[src/rtl/crc_fetch_pkg.sv]
package crc_fetch_pkg;

    localparam int WORD_W      = 32;
    localparam int WORD_BYTES  = WORD_W / 8;
    localparam int LANE_W      = $clog2(WORD_BYTES);
    localparam int CNT_W       = 16;
    localparam int LEN_W       = CNT_W + 2;
    localparam int DESC_WORDS  = 3;
    localparam int WCODE_LSB   = 24;
    localparam int IRQ_BIT     = 27;

    typedef enum logic [2:0] {
        ST_IDLE,
        ST_DESC_REQ,
        ST_DESC_WAIT,
        ST_DATA_REQ,
        ST_DATA_WAIT,
        ST_EMIT,
        ST_DONE
    } fetch_state_e;

    typedef struct packed {
        logic [WORD_W-1:0] src_addr;
        logic [CNT_W-1:0]  units;
        logic [1:0]        wcode;
        logic              irq_en;
        logic [WORD_W-1:0] ref_crc;
    } desc_t;

    // total byte length from unit count and width code
    function automatic logic [LEN_W-1:0] desc_bytes(input logic [CNT_W-1:0] units,
                                                    input logic [1:0] wcode);
        case (wcode)
            2'd1:    return {1'b0, units, 1'b0};
            2'd2:    return {units, 2'b00};
            default: return {2'b00, units};
        endcase
    endfunction

    // byte offset of the n-th descriptor word that is read
    function automatic logic [WORD_W-1:0] desc_word_offset(input logic [1:0] idx);
        case (idx)
            2'd0:    return 32'h0000_0000;
            2'd1:    return 32'h0000_0004;
            default: return 32'h0000_0010;
        endcase
    endfunction

endpackage

[src/rtl/crc_fetch_regs.sv]
module crc_fetch_regs
    import crc_fetch_pkg::*;
#(
    parameter int REG_AW   = 8,
    parameter int BASE_LSB = 9
) (
    input  logic              clk,
    input  logic              rst,
    input  logic              wr_en,
    input  logic [REG_AW-1:0] wr_addr,
    input  logic [WORD_W-1:0] wr_data,
    output logic [WORD_W-1:0] desc_base,
    output logic              glb_en,
    output logic              start
);
    localparam logic [REG_AW-1:0] OFS_BASE = REG_AW'(8'h00);
    localparam logic [REG_AW-1:0] OFS_KICK = REG_AW'(8'h08);
    localparam logic [REG_AW-1:0] OFS_MODE = REG_AW'(8'h0C);
    localparam int PTR_W = WORD_W - BASE_LSB;

    logic [PTR_W-1:0] ptr_q;

    always_ff @(posedge clk) begin
        if (rst) begin
            ptr_q  <= '0;
            glb_en <= 1'b0;
        end else if (wr_en) begin
            if (wr_addr == OFS_BASE) ptr_q  <= wr_data[WORD_W-1:BASE_LSB];
            if (wr_addr == OFS_MODE) glb_en <= wr_data[0];
        end
    end

    assign desc_base = {ptr_q, {BASE_LSB{1'b0}}};
    assign start     = wr_en && (wr_addr == OFS_KICK) && wr_data[0] && glb_en;

endmodule

[src/rtl/crc_fetch_ctrl.sv]
module crc_fetch_ctrl
    import crc_fetch_pkg::*;
(
    input  logic              clk,
    input  logic              rst,
    input  logic              start,
    input  logic [WORD_W-1:0] desc_base,
    output logic              mem_req,
    output logic [WORD_W-1:0] mem_addr,
    input  logic [WORD_W-1:0] mem_rdata,
    input  logic              mem_rvalid,
    output logic              word_load,
    output logic [LANE_W-1:0] word_lane,
    output logic              byte_emit,
    output logic              busy,
    output logic              done,
    output logic [WORD_W-1:0] ref_crc,
    output logic              irq_en
);
    fetch_state_e      state;
    logic [1:0]        idx;
    desc_t             desc_q;
    logic [WORD_W-1:0] cur_addr;
    logic [LEN_W-1:0]  remain;
    logic [LEN_W-1:0]  total_len;
    logic              last_desc;

    assign total_len = desc_bytes(desc_q.units, desc_q.wcode);
    assign last_desc = (idx == 2'(DESC_WORDS - 1));

    always_ff @(posedge clk) begin
        if (rst) begin
            state    <= ST_IDLE;
            idx      <= '0;
            desc_q   <= '0;
            cur_addr <= '0;
            remain   <= '0;
        end else begin
            case (state)
                ST_IDLE: begin
                    if (start) begin
                        idx   <= '0;
                        state <= ST_DESC_REQ;
                    end
                end
                ST_DESC_REQ: state <= ST_DESC_WAIT;
                ST_DESC_WAIT: begin
                    if (mem_rvalid) begin
                        case (idx)
                            2'd0: desc_q.src_addr <= mem_rdata;
                            2'd1: begin
                                desc_q.units  <= mem_rdata[CNT_W-1:0];
                                desc_q.wcode  <= mem_rdata[WCODE_LSB +: 2];
                                desc_q.irq_en <= mem_rdata[IRQ_BIT];
                            end
                            default: desc_q.ref_crc <= mem_rdata;
                        endcase
                        if (last_desc) begin
                            cur_addr <= desc_q.src_addr;
                            remain   <= total_len;
                            if (total_len == '0) state <= ST_DONE;
                            else                 state <= ST_DATA_REQ;
                        end else begin
                            idx   <= idx + 2'd1;
                            state <= ST_DESC_REQ;
                        end
                    end
                end
                ST_DATA_REQ: state <= ST_DATA_WAIT;
                ST_DATA_WAIT: begin
                    if (mem_rvalid) state <= ST_EMIT;
                end
                ST_EMIT: begin
                    remain   <= remain - LEN_W'(1);
                    cur_addr <= cur_addr + 32'd1;
                    if (remain == LEN_W'(1))
                        state <= ST_DONE;
                    else if (cur_addr[LANE_W-1:0] == {LANE_W{1'b1}})
                        state <= ST_DATA_REQ;
                end
                ST_DONE: state <= ST_IDLE;
                default: state <= ST_IDLE;
            endcase
        end
    end

    always_comb begin
        mem_req = (state == ST_DESC_REQ) || (state == ST_DATA_REQ);
        if (state == ST_DATA_REQ)
            mem_addr = {cur_addr[WORD_W-1:LANE_W], {LANE_W{1'b0}}};
        else
            mem_addr = desc_base + desc_word_offset(idx);
    end

    assign word_load = (state == ST_DATA_WAIT) && mem_rvalid;
    assign word_lane = cur_addr[LANE_W-1:0];
    assign byte_emit = (state == ST_EMIT);
    assign busy      = (state != ST_IDLE);
    assign done      = (state == ST_DONE);
    assign ref_crc   = desc_q.ref_crc;
    assign irq_en    = desc_q.irq_en;

endmodule

[src/rtl/crc_fetch_ser.sv]
module crc_fetch_ser
    import crc_fetch_pkg::*;
(
    input  logic              clk,
    input  logic              rst,
    input  logic              load,
    input  logic [WORD_W-1:0] word_in,
    input  logic [LANE_W-1:0] lane_in,
    input  logic              emit,
    output logic [7:0]        byte_out
);
    logic [WORD_W-1:0] word_q;
    logic [LANE_W-1:0] lane_q;
    logic [7:0]        lanes [WORD_BYTES];

    always_ff @(posedge clk) begin
        if (rst) begin
            word_q <= '0;
            lane_q <= '0;
        end else if (load) begin
            word_q <= word_in;
            lane_q <= lane_in;
        end else if (emit) begin
            lane_q <= lane_q + LANE_W'(1);
        end
    end

    for (genvar g = 0; g < WORD_BYTES; g++) begin : g_lane
        assign lanes[g] = word_q[g*8 +: 8];
    end

    assign byte_out = lanes[lane_q];

endmodule

[src/rtl/crc_desc_fetcher.sv]
module crc_desc_fetcher
    import crc_fetch_pkg::*;
#(
    parameter int REG_AW   = 8,
    parameter int BASE_LSB = 9
) (
    input  logic              clk,
    input  logic              rst,
    input  logic              cfg_wr_en,
    input  logic [REG_AW-1:0] cfg_wr_addr,
    input  logic [31:0]       cfg_wr_data,
    output logic              mem_req,
    output logic [31:0]       mem_addr,
    input  logic [31:0]       mem_rdata,
    input  logic              mem_rvalid,
    output logic              crc_byte_valid,
    output logic [7:0]        crc_byte,
    output logic [31:0]       ref_crc,
    output logic              ref_irq_en,
    output logic              busy,
    output logic              done
);
    logic [WORD_W-1:0] desc_base;
    logic              glb_en;
    logic              start;
    logic              word_load;
    logic [LANE_W-1:0] word_lane;

    crc_fetch_regs #(.REG_AW(REG_AW), .BASE_LSB(BASE_LSB)) i_regs (
        .clk       (clk),
        .rst       (rst),
        .wr_en     (cfg_wr_en),
        .wr_addr   (cfg_wr_addr),
        .wr_data   (cfg_wr_data),
        .desc_base (desc_base),
        .glb_en    (glb_en),
        .start     (start)
    );

    crc_fetch_ctrl i_ctrl (
        .clk        (clk),
        .rst        (rst),
        .start      (start),
        .desc_base  (desc_base),
        .mem_req    (mem_req),
        .mem_addr   (mem_addr),
        .mem_rdata  (mem_rdata),
        .mem_rvalid (mem_rvalid),
        .word_load  (word_load),
        .word_lane  (word_lane),
        .byte_emit  (crc_byte_valid),
        .busy       (busy),
        .done       (done),
        .ref_crc    (ref_crc),
        .irq_en     (ref_irq_en)
    );

    crc_fetch_ser i_ser (
        .clk      (clk),
        .rst      (rst),
        .load     (word_load),
        .word_in  (mem_rdata),
        .lane_in  (word_lane),
        .emit     (crc_byte_valid),
        .byte_out (crc_byte)
    );

endmodule

[config.mk]
export PLATFORM = sky130hd
export DESIGN_NAME = crc_desc_fetcher
export DESIGN_NICKNAME = d
export VERILOG_FILES = /design/src/rtl/crc_fetch_pkg.sv /design/src/rtl/crc_fetch_regs.sv /design/src/rtl/crc_fetch_ctrl.sv /design/src/rtl/crc_fetch_ser.sv /design/src/rtl/crc_desc_fetcher.sv
export SDC_FILE = /design/constraint.sdc
export NUM_CORES = 1
export LEC_CHECK = 0
export CORE_MARGIN = 8
export CORE_UTILIZATION = 33
export DETAILED_ROUTE_END_ITERATION = 6
export PLACE_DENSITY_LB_ADDON = 0.08
export SLEW_MARGIN = 20
export SYNTH_ARGS = -nofsm -noshare
export SYNTH_HDL_FRONTEND = slang
export SYNTH_SLANG_ARGS = --single-unit
[constraint.sdc]
create_clock -name clk -period 5.05 [get_ports clk]
set_input_delay 1.01 -clock clk [delete_from_list [all_inputs] [get_ports clk]]
set_output_delay 1.01 -clock clk [all_outputs]
set_load 0.05 [all_outputs]
Word-level counts from Yosys, hierarchy flattened
Cells that the tools add are included.
{"block": "classes", "n_addsub": 5, "multipliers": 0, "div_mod_pow": 0, "magnitude_cmp": 1, "eq_ne": 20, "shift": 0, "muxes": 27, "bitwise_logic": 2, "reduce_logical": 22}
{"operator": "32-bit 2-to-1 mux", "n": 4}
{"operator": "18-bit one-hot mux with 2 select lines", "n": 2}
{"operator": "32-bit one-hot mux with 2 select lines", "n": 1}
{"operator": "18-bit 2-to-1 mux", "n": 2}
{"operator": "32-bit by 1-bit adder with 32-bit output, second input constant", "n": 1}
{"operator": "32-bit adder", "n": 1}
{"operator": "3-bit 2-to-1 mux", "n": 7}
{"operator": "18-bit by 1-bit == test with 1-bit output, second input constant", "n": 1}
{"operator": "18-bit logical NOT", "n": 1}
{"operator": "3-bit one-hot mux with 6 select lines", "n": 1}
{"operator": "18-bit by 1-bit subtractor with 18-bit output, second input constant", "n": 1}
{"operator": "8-bit binary-select mux with 2-bit select", "n": 1}
{"operator": "8-bit by 4-bit == test with 1-bit output, second input constant", "n": 2}
{"operator": "8-bit 2-to-1 mux", "n": 2}
{"operator": "3-bit AND reduction", "n": 4}
{"operator": "2-bit 2-to-1 mux", "n": 5}
{"operator": "5-bit one-hot mux with 2 select lines", "n": 1}
{"operator": "3-bit == test, second input constant", "n": 3}
{"operator": "8-bit logical NOT", "n": 1}
{"operator": "4-bit AND reduction", "n": 2}
{"operator": "2-bit == test, second input constant", "n": 3}
{"operator": "3-bit by 2-bit == test with 1-bit output, second input constant", "n": 2}
{"operator": "2-bit inequality test, second input constant", "n": 3}
{"operator": "2-bit nonzero test", "n": 3}
{"operator": "16 further kinds", "n": 23}
{"block": "totals", "regBits": 196, "latchBits": 0, "ramBits": 0, "mem_bits_ro": 0, "in_bits": 76, "out_inout_bits": 77, "elab_cells": 90, "mem_count": 0}

Longest topological paths before layout
{"block": "logic_depth", "ltp_word": 7, "depth_mapped": 9, "mapped_depth_nobuf": 7}

By module
From an unflattened synthesis, not the netlist that was laid out.
{"block": "hier_totals", "hier_cells": 1277, "hier_area_um2": 10144.7}
{"module": "crc_fetch_ctrl", "instances": 1, "cells_each": 1032, "area_per_inst_um2": 7497.2, "seq_area_each_um2": 2762.6}
{"module": "crc_fetch_ser", "instances": 1, "cells_each": 124, "area_per_inst_um2": 1441.4, "seq_area_each_um2": 680.7}
{"module": "crc_fetch_regs", "instances": 1, "cells_each": 121, "area_per_inst_um2": 1206.2, "seq_area_each_um2": 480.5}

Least setup slack after synthesis
OpenSTA, ideal clock, no wires.
{"block": "synth_path", "path_kind": "register to output", "startpoint": "reg i_ctrl.state[0]", "endpoint": "out mem_addr[11]", "arrival_ps": 2234, "required_time_ps": 4040, "slack_ps": 1806, "stages_incl_launch_ff": 9, "path_buffers": 4, "path_cell_list": "dfxtp_1 -> buf_2 -> nor2b_1 -> clkbuf_1 -> and2_1 -> buf_2 -> clkbuf_1 -> nand2_1 -> nand2_1"}
{"block": "synth_via", "elab_chain_len": 2}
{"item": "start, declared", "line": "crc_fetch_ctrl.sv:20", "rtl": "fetch_state_e state;"}
{"item": "start signal, assigned", "line": "crc_fetch_ctrl.sv:33", "rtl": "state <= ST_IDLE;"}
{"item": "start signal, assigned", "line": "crc_fetch_ctrl.sv:43", "rtl": "state <= ST_DESC_REQ;"}
{"item": "start signal, assigned", "line": "crc_fetch_ctrl.sv:46", "rtl": "ST_DESC_REQ: state <= ST_DESC_WAIT;"}
{"item": "3-bit by 2-bit == test with 1-bit output", "line": "crc_fetch_ctrl.sv:89", "rtl": "if (state == ST_DATA_REQ)"}
{"item": "32-bit 2-to-1 mux", "line": "crc_fetch_ctrl.sv:89"}
{"item": "end, declared", "line": "crc_desc_fetcher.sv:13", "rtl": "output logic [31:0] mem_addr,"}
No other way between the ends.

Worst setup path in the final report
{"block": "layout_path", "startpoint": "reg i_ctrl.state[0]", "endpoint": "out mem_addr[12]"}
The elaborated chain is that of the path after synthesis.

==> flow_summary.json <==
{
  "outcome": "completed",
  "synth-main-ff-cell": "dfxtp_1",
  "worstPathArrival_ps": 3310,
  "area.growth.synth_to_final_pct": 21.4,
  "antenna_found_initial": 0,
  "drc_errors": 0,
  "grt_max_degree": 84,
  "postLayoutCoreUtil": 0.402,
  "synth_area_per_cell_um2": 7.61,
  "total_power_mw": 3.51,
  "grt_pass1_wl_mm": 47.0,
  "io_pins": 153,
  "gp_congestion": 0.779,
  "start_util": 0.331,
  "max_slew_margin": 0.335,
  "yosysWarnings": 0,
  "cts_sinks": 196,
  "h-tree-depth": 4,
  "grt.total_usage": 0.174,
  "whs_ps": 456,
  "placed_area_um2": 10800,
  "crit_slowest_cell": "and2_1",
  "core_area_um2": 28400,
  "drv_slew": 0,
  "wl_per_cell_um": 17.9,
  "path_max_fanout": 26,
  "cts_made_buffers": 17,
  "dieArea_um2": 34200,
  "final_nets": 1368,
  "worstPathCellList": "nor2b_1, and2_1, nand2_1, nand2_1, clkdlybuf4s50_1",
  "fin_crit_ps": 4320,
  "layout_common_cells": "nand2_1 (386), dfxtp_1 (196), a21oi_1 (163)",
  "grt_setup_unrepaired": "false",
  "finalCritPeriodShare": 0.856,
  "rows": 62,
  "leakagePower_nw": 3.83,
  "setup_violations": 0,
  "seq_area_frac_synth": 0.417,
  "tritoncts": "done",
  "die_x_um": 185,
  "cts-root-buf": "clkbuf_16",
  "post_cts_buffers": 0,
  "vias_per_cell": 5.17,
  "skew_ps": 16.9,
  "endpoint_kind": "primary output",
  "antenna_left": 0,
  "tns_ps": 0,
  "path_buf_inv": 1,
  "power_per_cell_area_nw_per_um2": 308,
  "synth.distinct_cells": 78,
  "drtIter0Drc": 631,
  "drive_gt1_frac": 0.0586,
  "syn_inst": 1236,
  "design_area_um2": 11400,
  "place_hpwl_mm": 21.1,
  "cap_violations": 0,
  "critPathRequiredTime_ps": 4040,
  "critical_path.top_delay_family": "simple AND/OR/NAND/NOR gates",
  "crit_path_max_incr_delay_ps": 850,
  "layout_setup_ws_ps": 728,
  "netlist_area_um2": 9400,
  "cts.path.max_buffers": 2,
  "cp_common_cell": "nand2_1",
  "fp.dieH_um": 185,
  "crit_path_start_kind": "flip-flop",
  "async_reset_ff_frac": 0,
  "grt_pass1_vias": 8195,
  "post-place-ws_ps": 1170,
  "routed_wl_mm": 30.1,
  "global_route.overflow_total": 0,
  "final_cells": 1681,
  "hold_class": "reg -> reg",
  "firstDrtPassIters": 5,
  "fillers": 3032,
  "ir_drop_mv": 0.218,
  "synth-edff-count": 0,
  "clkTransAtPathRegs_ps": 70,
  "critPathKind": "reg -> out",
  "diodes": 0,
  "postCtsResizedCells": 0,
  "clk_latency_ps": 450,
  "synth-seq-cells": 196,
  "finalHoldViolCount": 0,
  "worstMarginPinSlew_ps": 997,
  "port_buffers": 142,
  "mostFrequentLayoutCell": "nand2_1",
  "dp.cells": 1649,
  "vias": 8684,
  "max_freq_mhz": 231,
  "cts_hold_buf": 0
}
[cell usage after synthesis (3+ instances only)]
| cell type | n | area, µm² |
|---|---|---|
| o21a_1 | 3 | 22.5 |
| a21oi_1 | 163 | 816 |
| o211ai_1 | 5 | 37.5 |
| o2111a_1 | 3 | 33.8 |
| mux4_2 | 8 | 180 |
| nand2_1 | 387 | 1450 |
| nand3_1 | 16 | 80.1 |
| nor2_1 | 47 | 176 |
| dfxtp_1 | 196 | 3920 |
| nor4b_2 | 3 | 45.0 |
| nor4_1 | 16 | 100 |
| a22oi_1 | 8 | 60.1 |
| mux2i_1 | 5 | 50.1 |
| nor2b_1 | 11 | 68.8 |
| inv_1 | 9 | 33.8 |
| and4_1 | 6 | 52.6 |
| a31oi_1 | 11 | 68.8 |
| o22ai_1 | 5 | 31.3 |
| o21ai_0 | 26 | 130 |
| a211oi_1 | 16 | 120 |
| nand4_1 | 11 | 68.8 |
| buf_2 | 15 | 75.1 |
| clkbuf_1 | 73 | 274 |
| and2_1 | 7 | 43.8 |
| a41oi_1 | 4 | 35.0 |
| o21ai_1 | 7 | 35.0 |
| xnor2_1 | 3 | 26.3 |
| a32oi_1 | 3 | 26.3 |
| ha_1 | 8 | 100 |
| a221oi_1 | 11 | 96.3 |
| buf_4 | 36 | 270 |
| nor3_1 | 16 | 80.1 |
| a311oi_1 | 9 | 78.8 |
| or3_1 | 11 | 68.8 |
| and3_1 | 20 | 125 |
[power breakdown]
part           internal (mW)  leakage (nW)  switching (mW)
Clock                  0.726         0.306           0.714
Sequential              1.59          1.58          0.0578
Combinational          0.159          1.94           0.265
Total                   2.47          3.83            1.04
[metal layers]
layer | wire, µm | vias to the layer above | GRT usage
met5 | 0 | - | 0
met4 | 272 | 0 | 0.0387
met3 | 1560 | 17 | 0.0355
met2 | 12800 | 199 | 0.254
met1 | 15400 | 4113 | 0.257
li1 | - | 4355 | -
[worst reg2reg max path: cells and delay by family (launching register included)]
kind	cells	cell delay, ps
fa+ha+maj	1	790
flops	1	370
buf+inv	1	60
compound gates	2	650
simple gates	2	650
[sequential cells by signal, indices dropped and copies added (netlist names), 3 cells and up]
signal           count
i_ctrl.remain       18
i_ctrl.state         3
i_regs.ptr_q        23
i_ctrl.desc_q       50
i_ctrl.ref_crc      32
i_ctrl.cur_addr     32
i_ser.word_q        32
[kinds of logic after synthesis]
family / count (synthesis) / share of synthesized area
compound gates: 295 / 0.189
flops: 196 / 0.417
xor+xnor: 4 / 0.00373
mux: 16 / 0.0281
simple gates: 578 / 0.278
buf+inv: 138 / 0.0724
fa+ha+maj: 8 / 0.0106
other cells: 1 / 0.000399
[cell type report]
cell class / instances / area [µm²] / share of cell area
Clock buffer: 17 / 425 / 0.0373
Inverter: 10 / 37.5 / 0.00329
Sequential cell: 196 / 3920 / 0.344
Clock inverter: 15 / 199 / 0.0174
Timing Repair Buffer: 156 / 1540 / 0.135
Tap cell: 384 / 480 / 0.0421
Multi-Input combinational cell: 903 / 4810 / 0.421
[path summary, 6_finish.rpt]
kind | to | depth (start not counted) | slack, ps | startpoint
hold reg to reg | i_regs.ptr_q[21] | 2 | 460 | i_regs.ptr_q[21]
hold / removal | i_regs.ptr_q[21] | 2 | 460 | i_regs.ptr_q[21]
setup / recovery | mem_addr[12] | 5 | 730 | i_ctrl.state[0]
setup reg to reg | i_ctrl.state[0] | 6 | 2430 | i_ctrl.desc_q[33]
(Power assumes the default switching activity.)
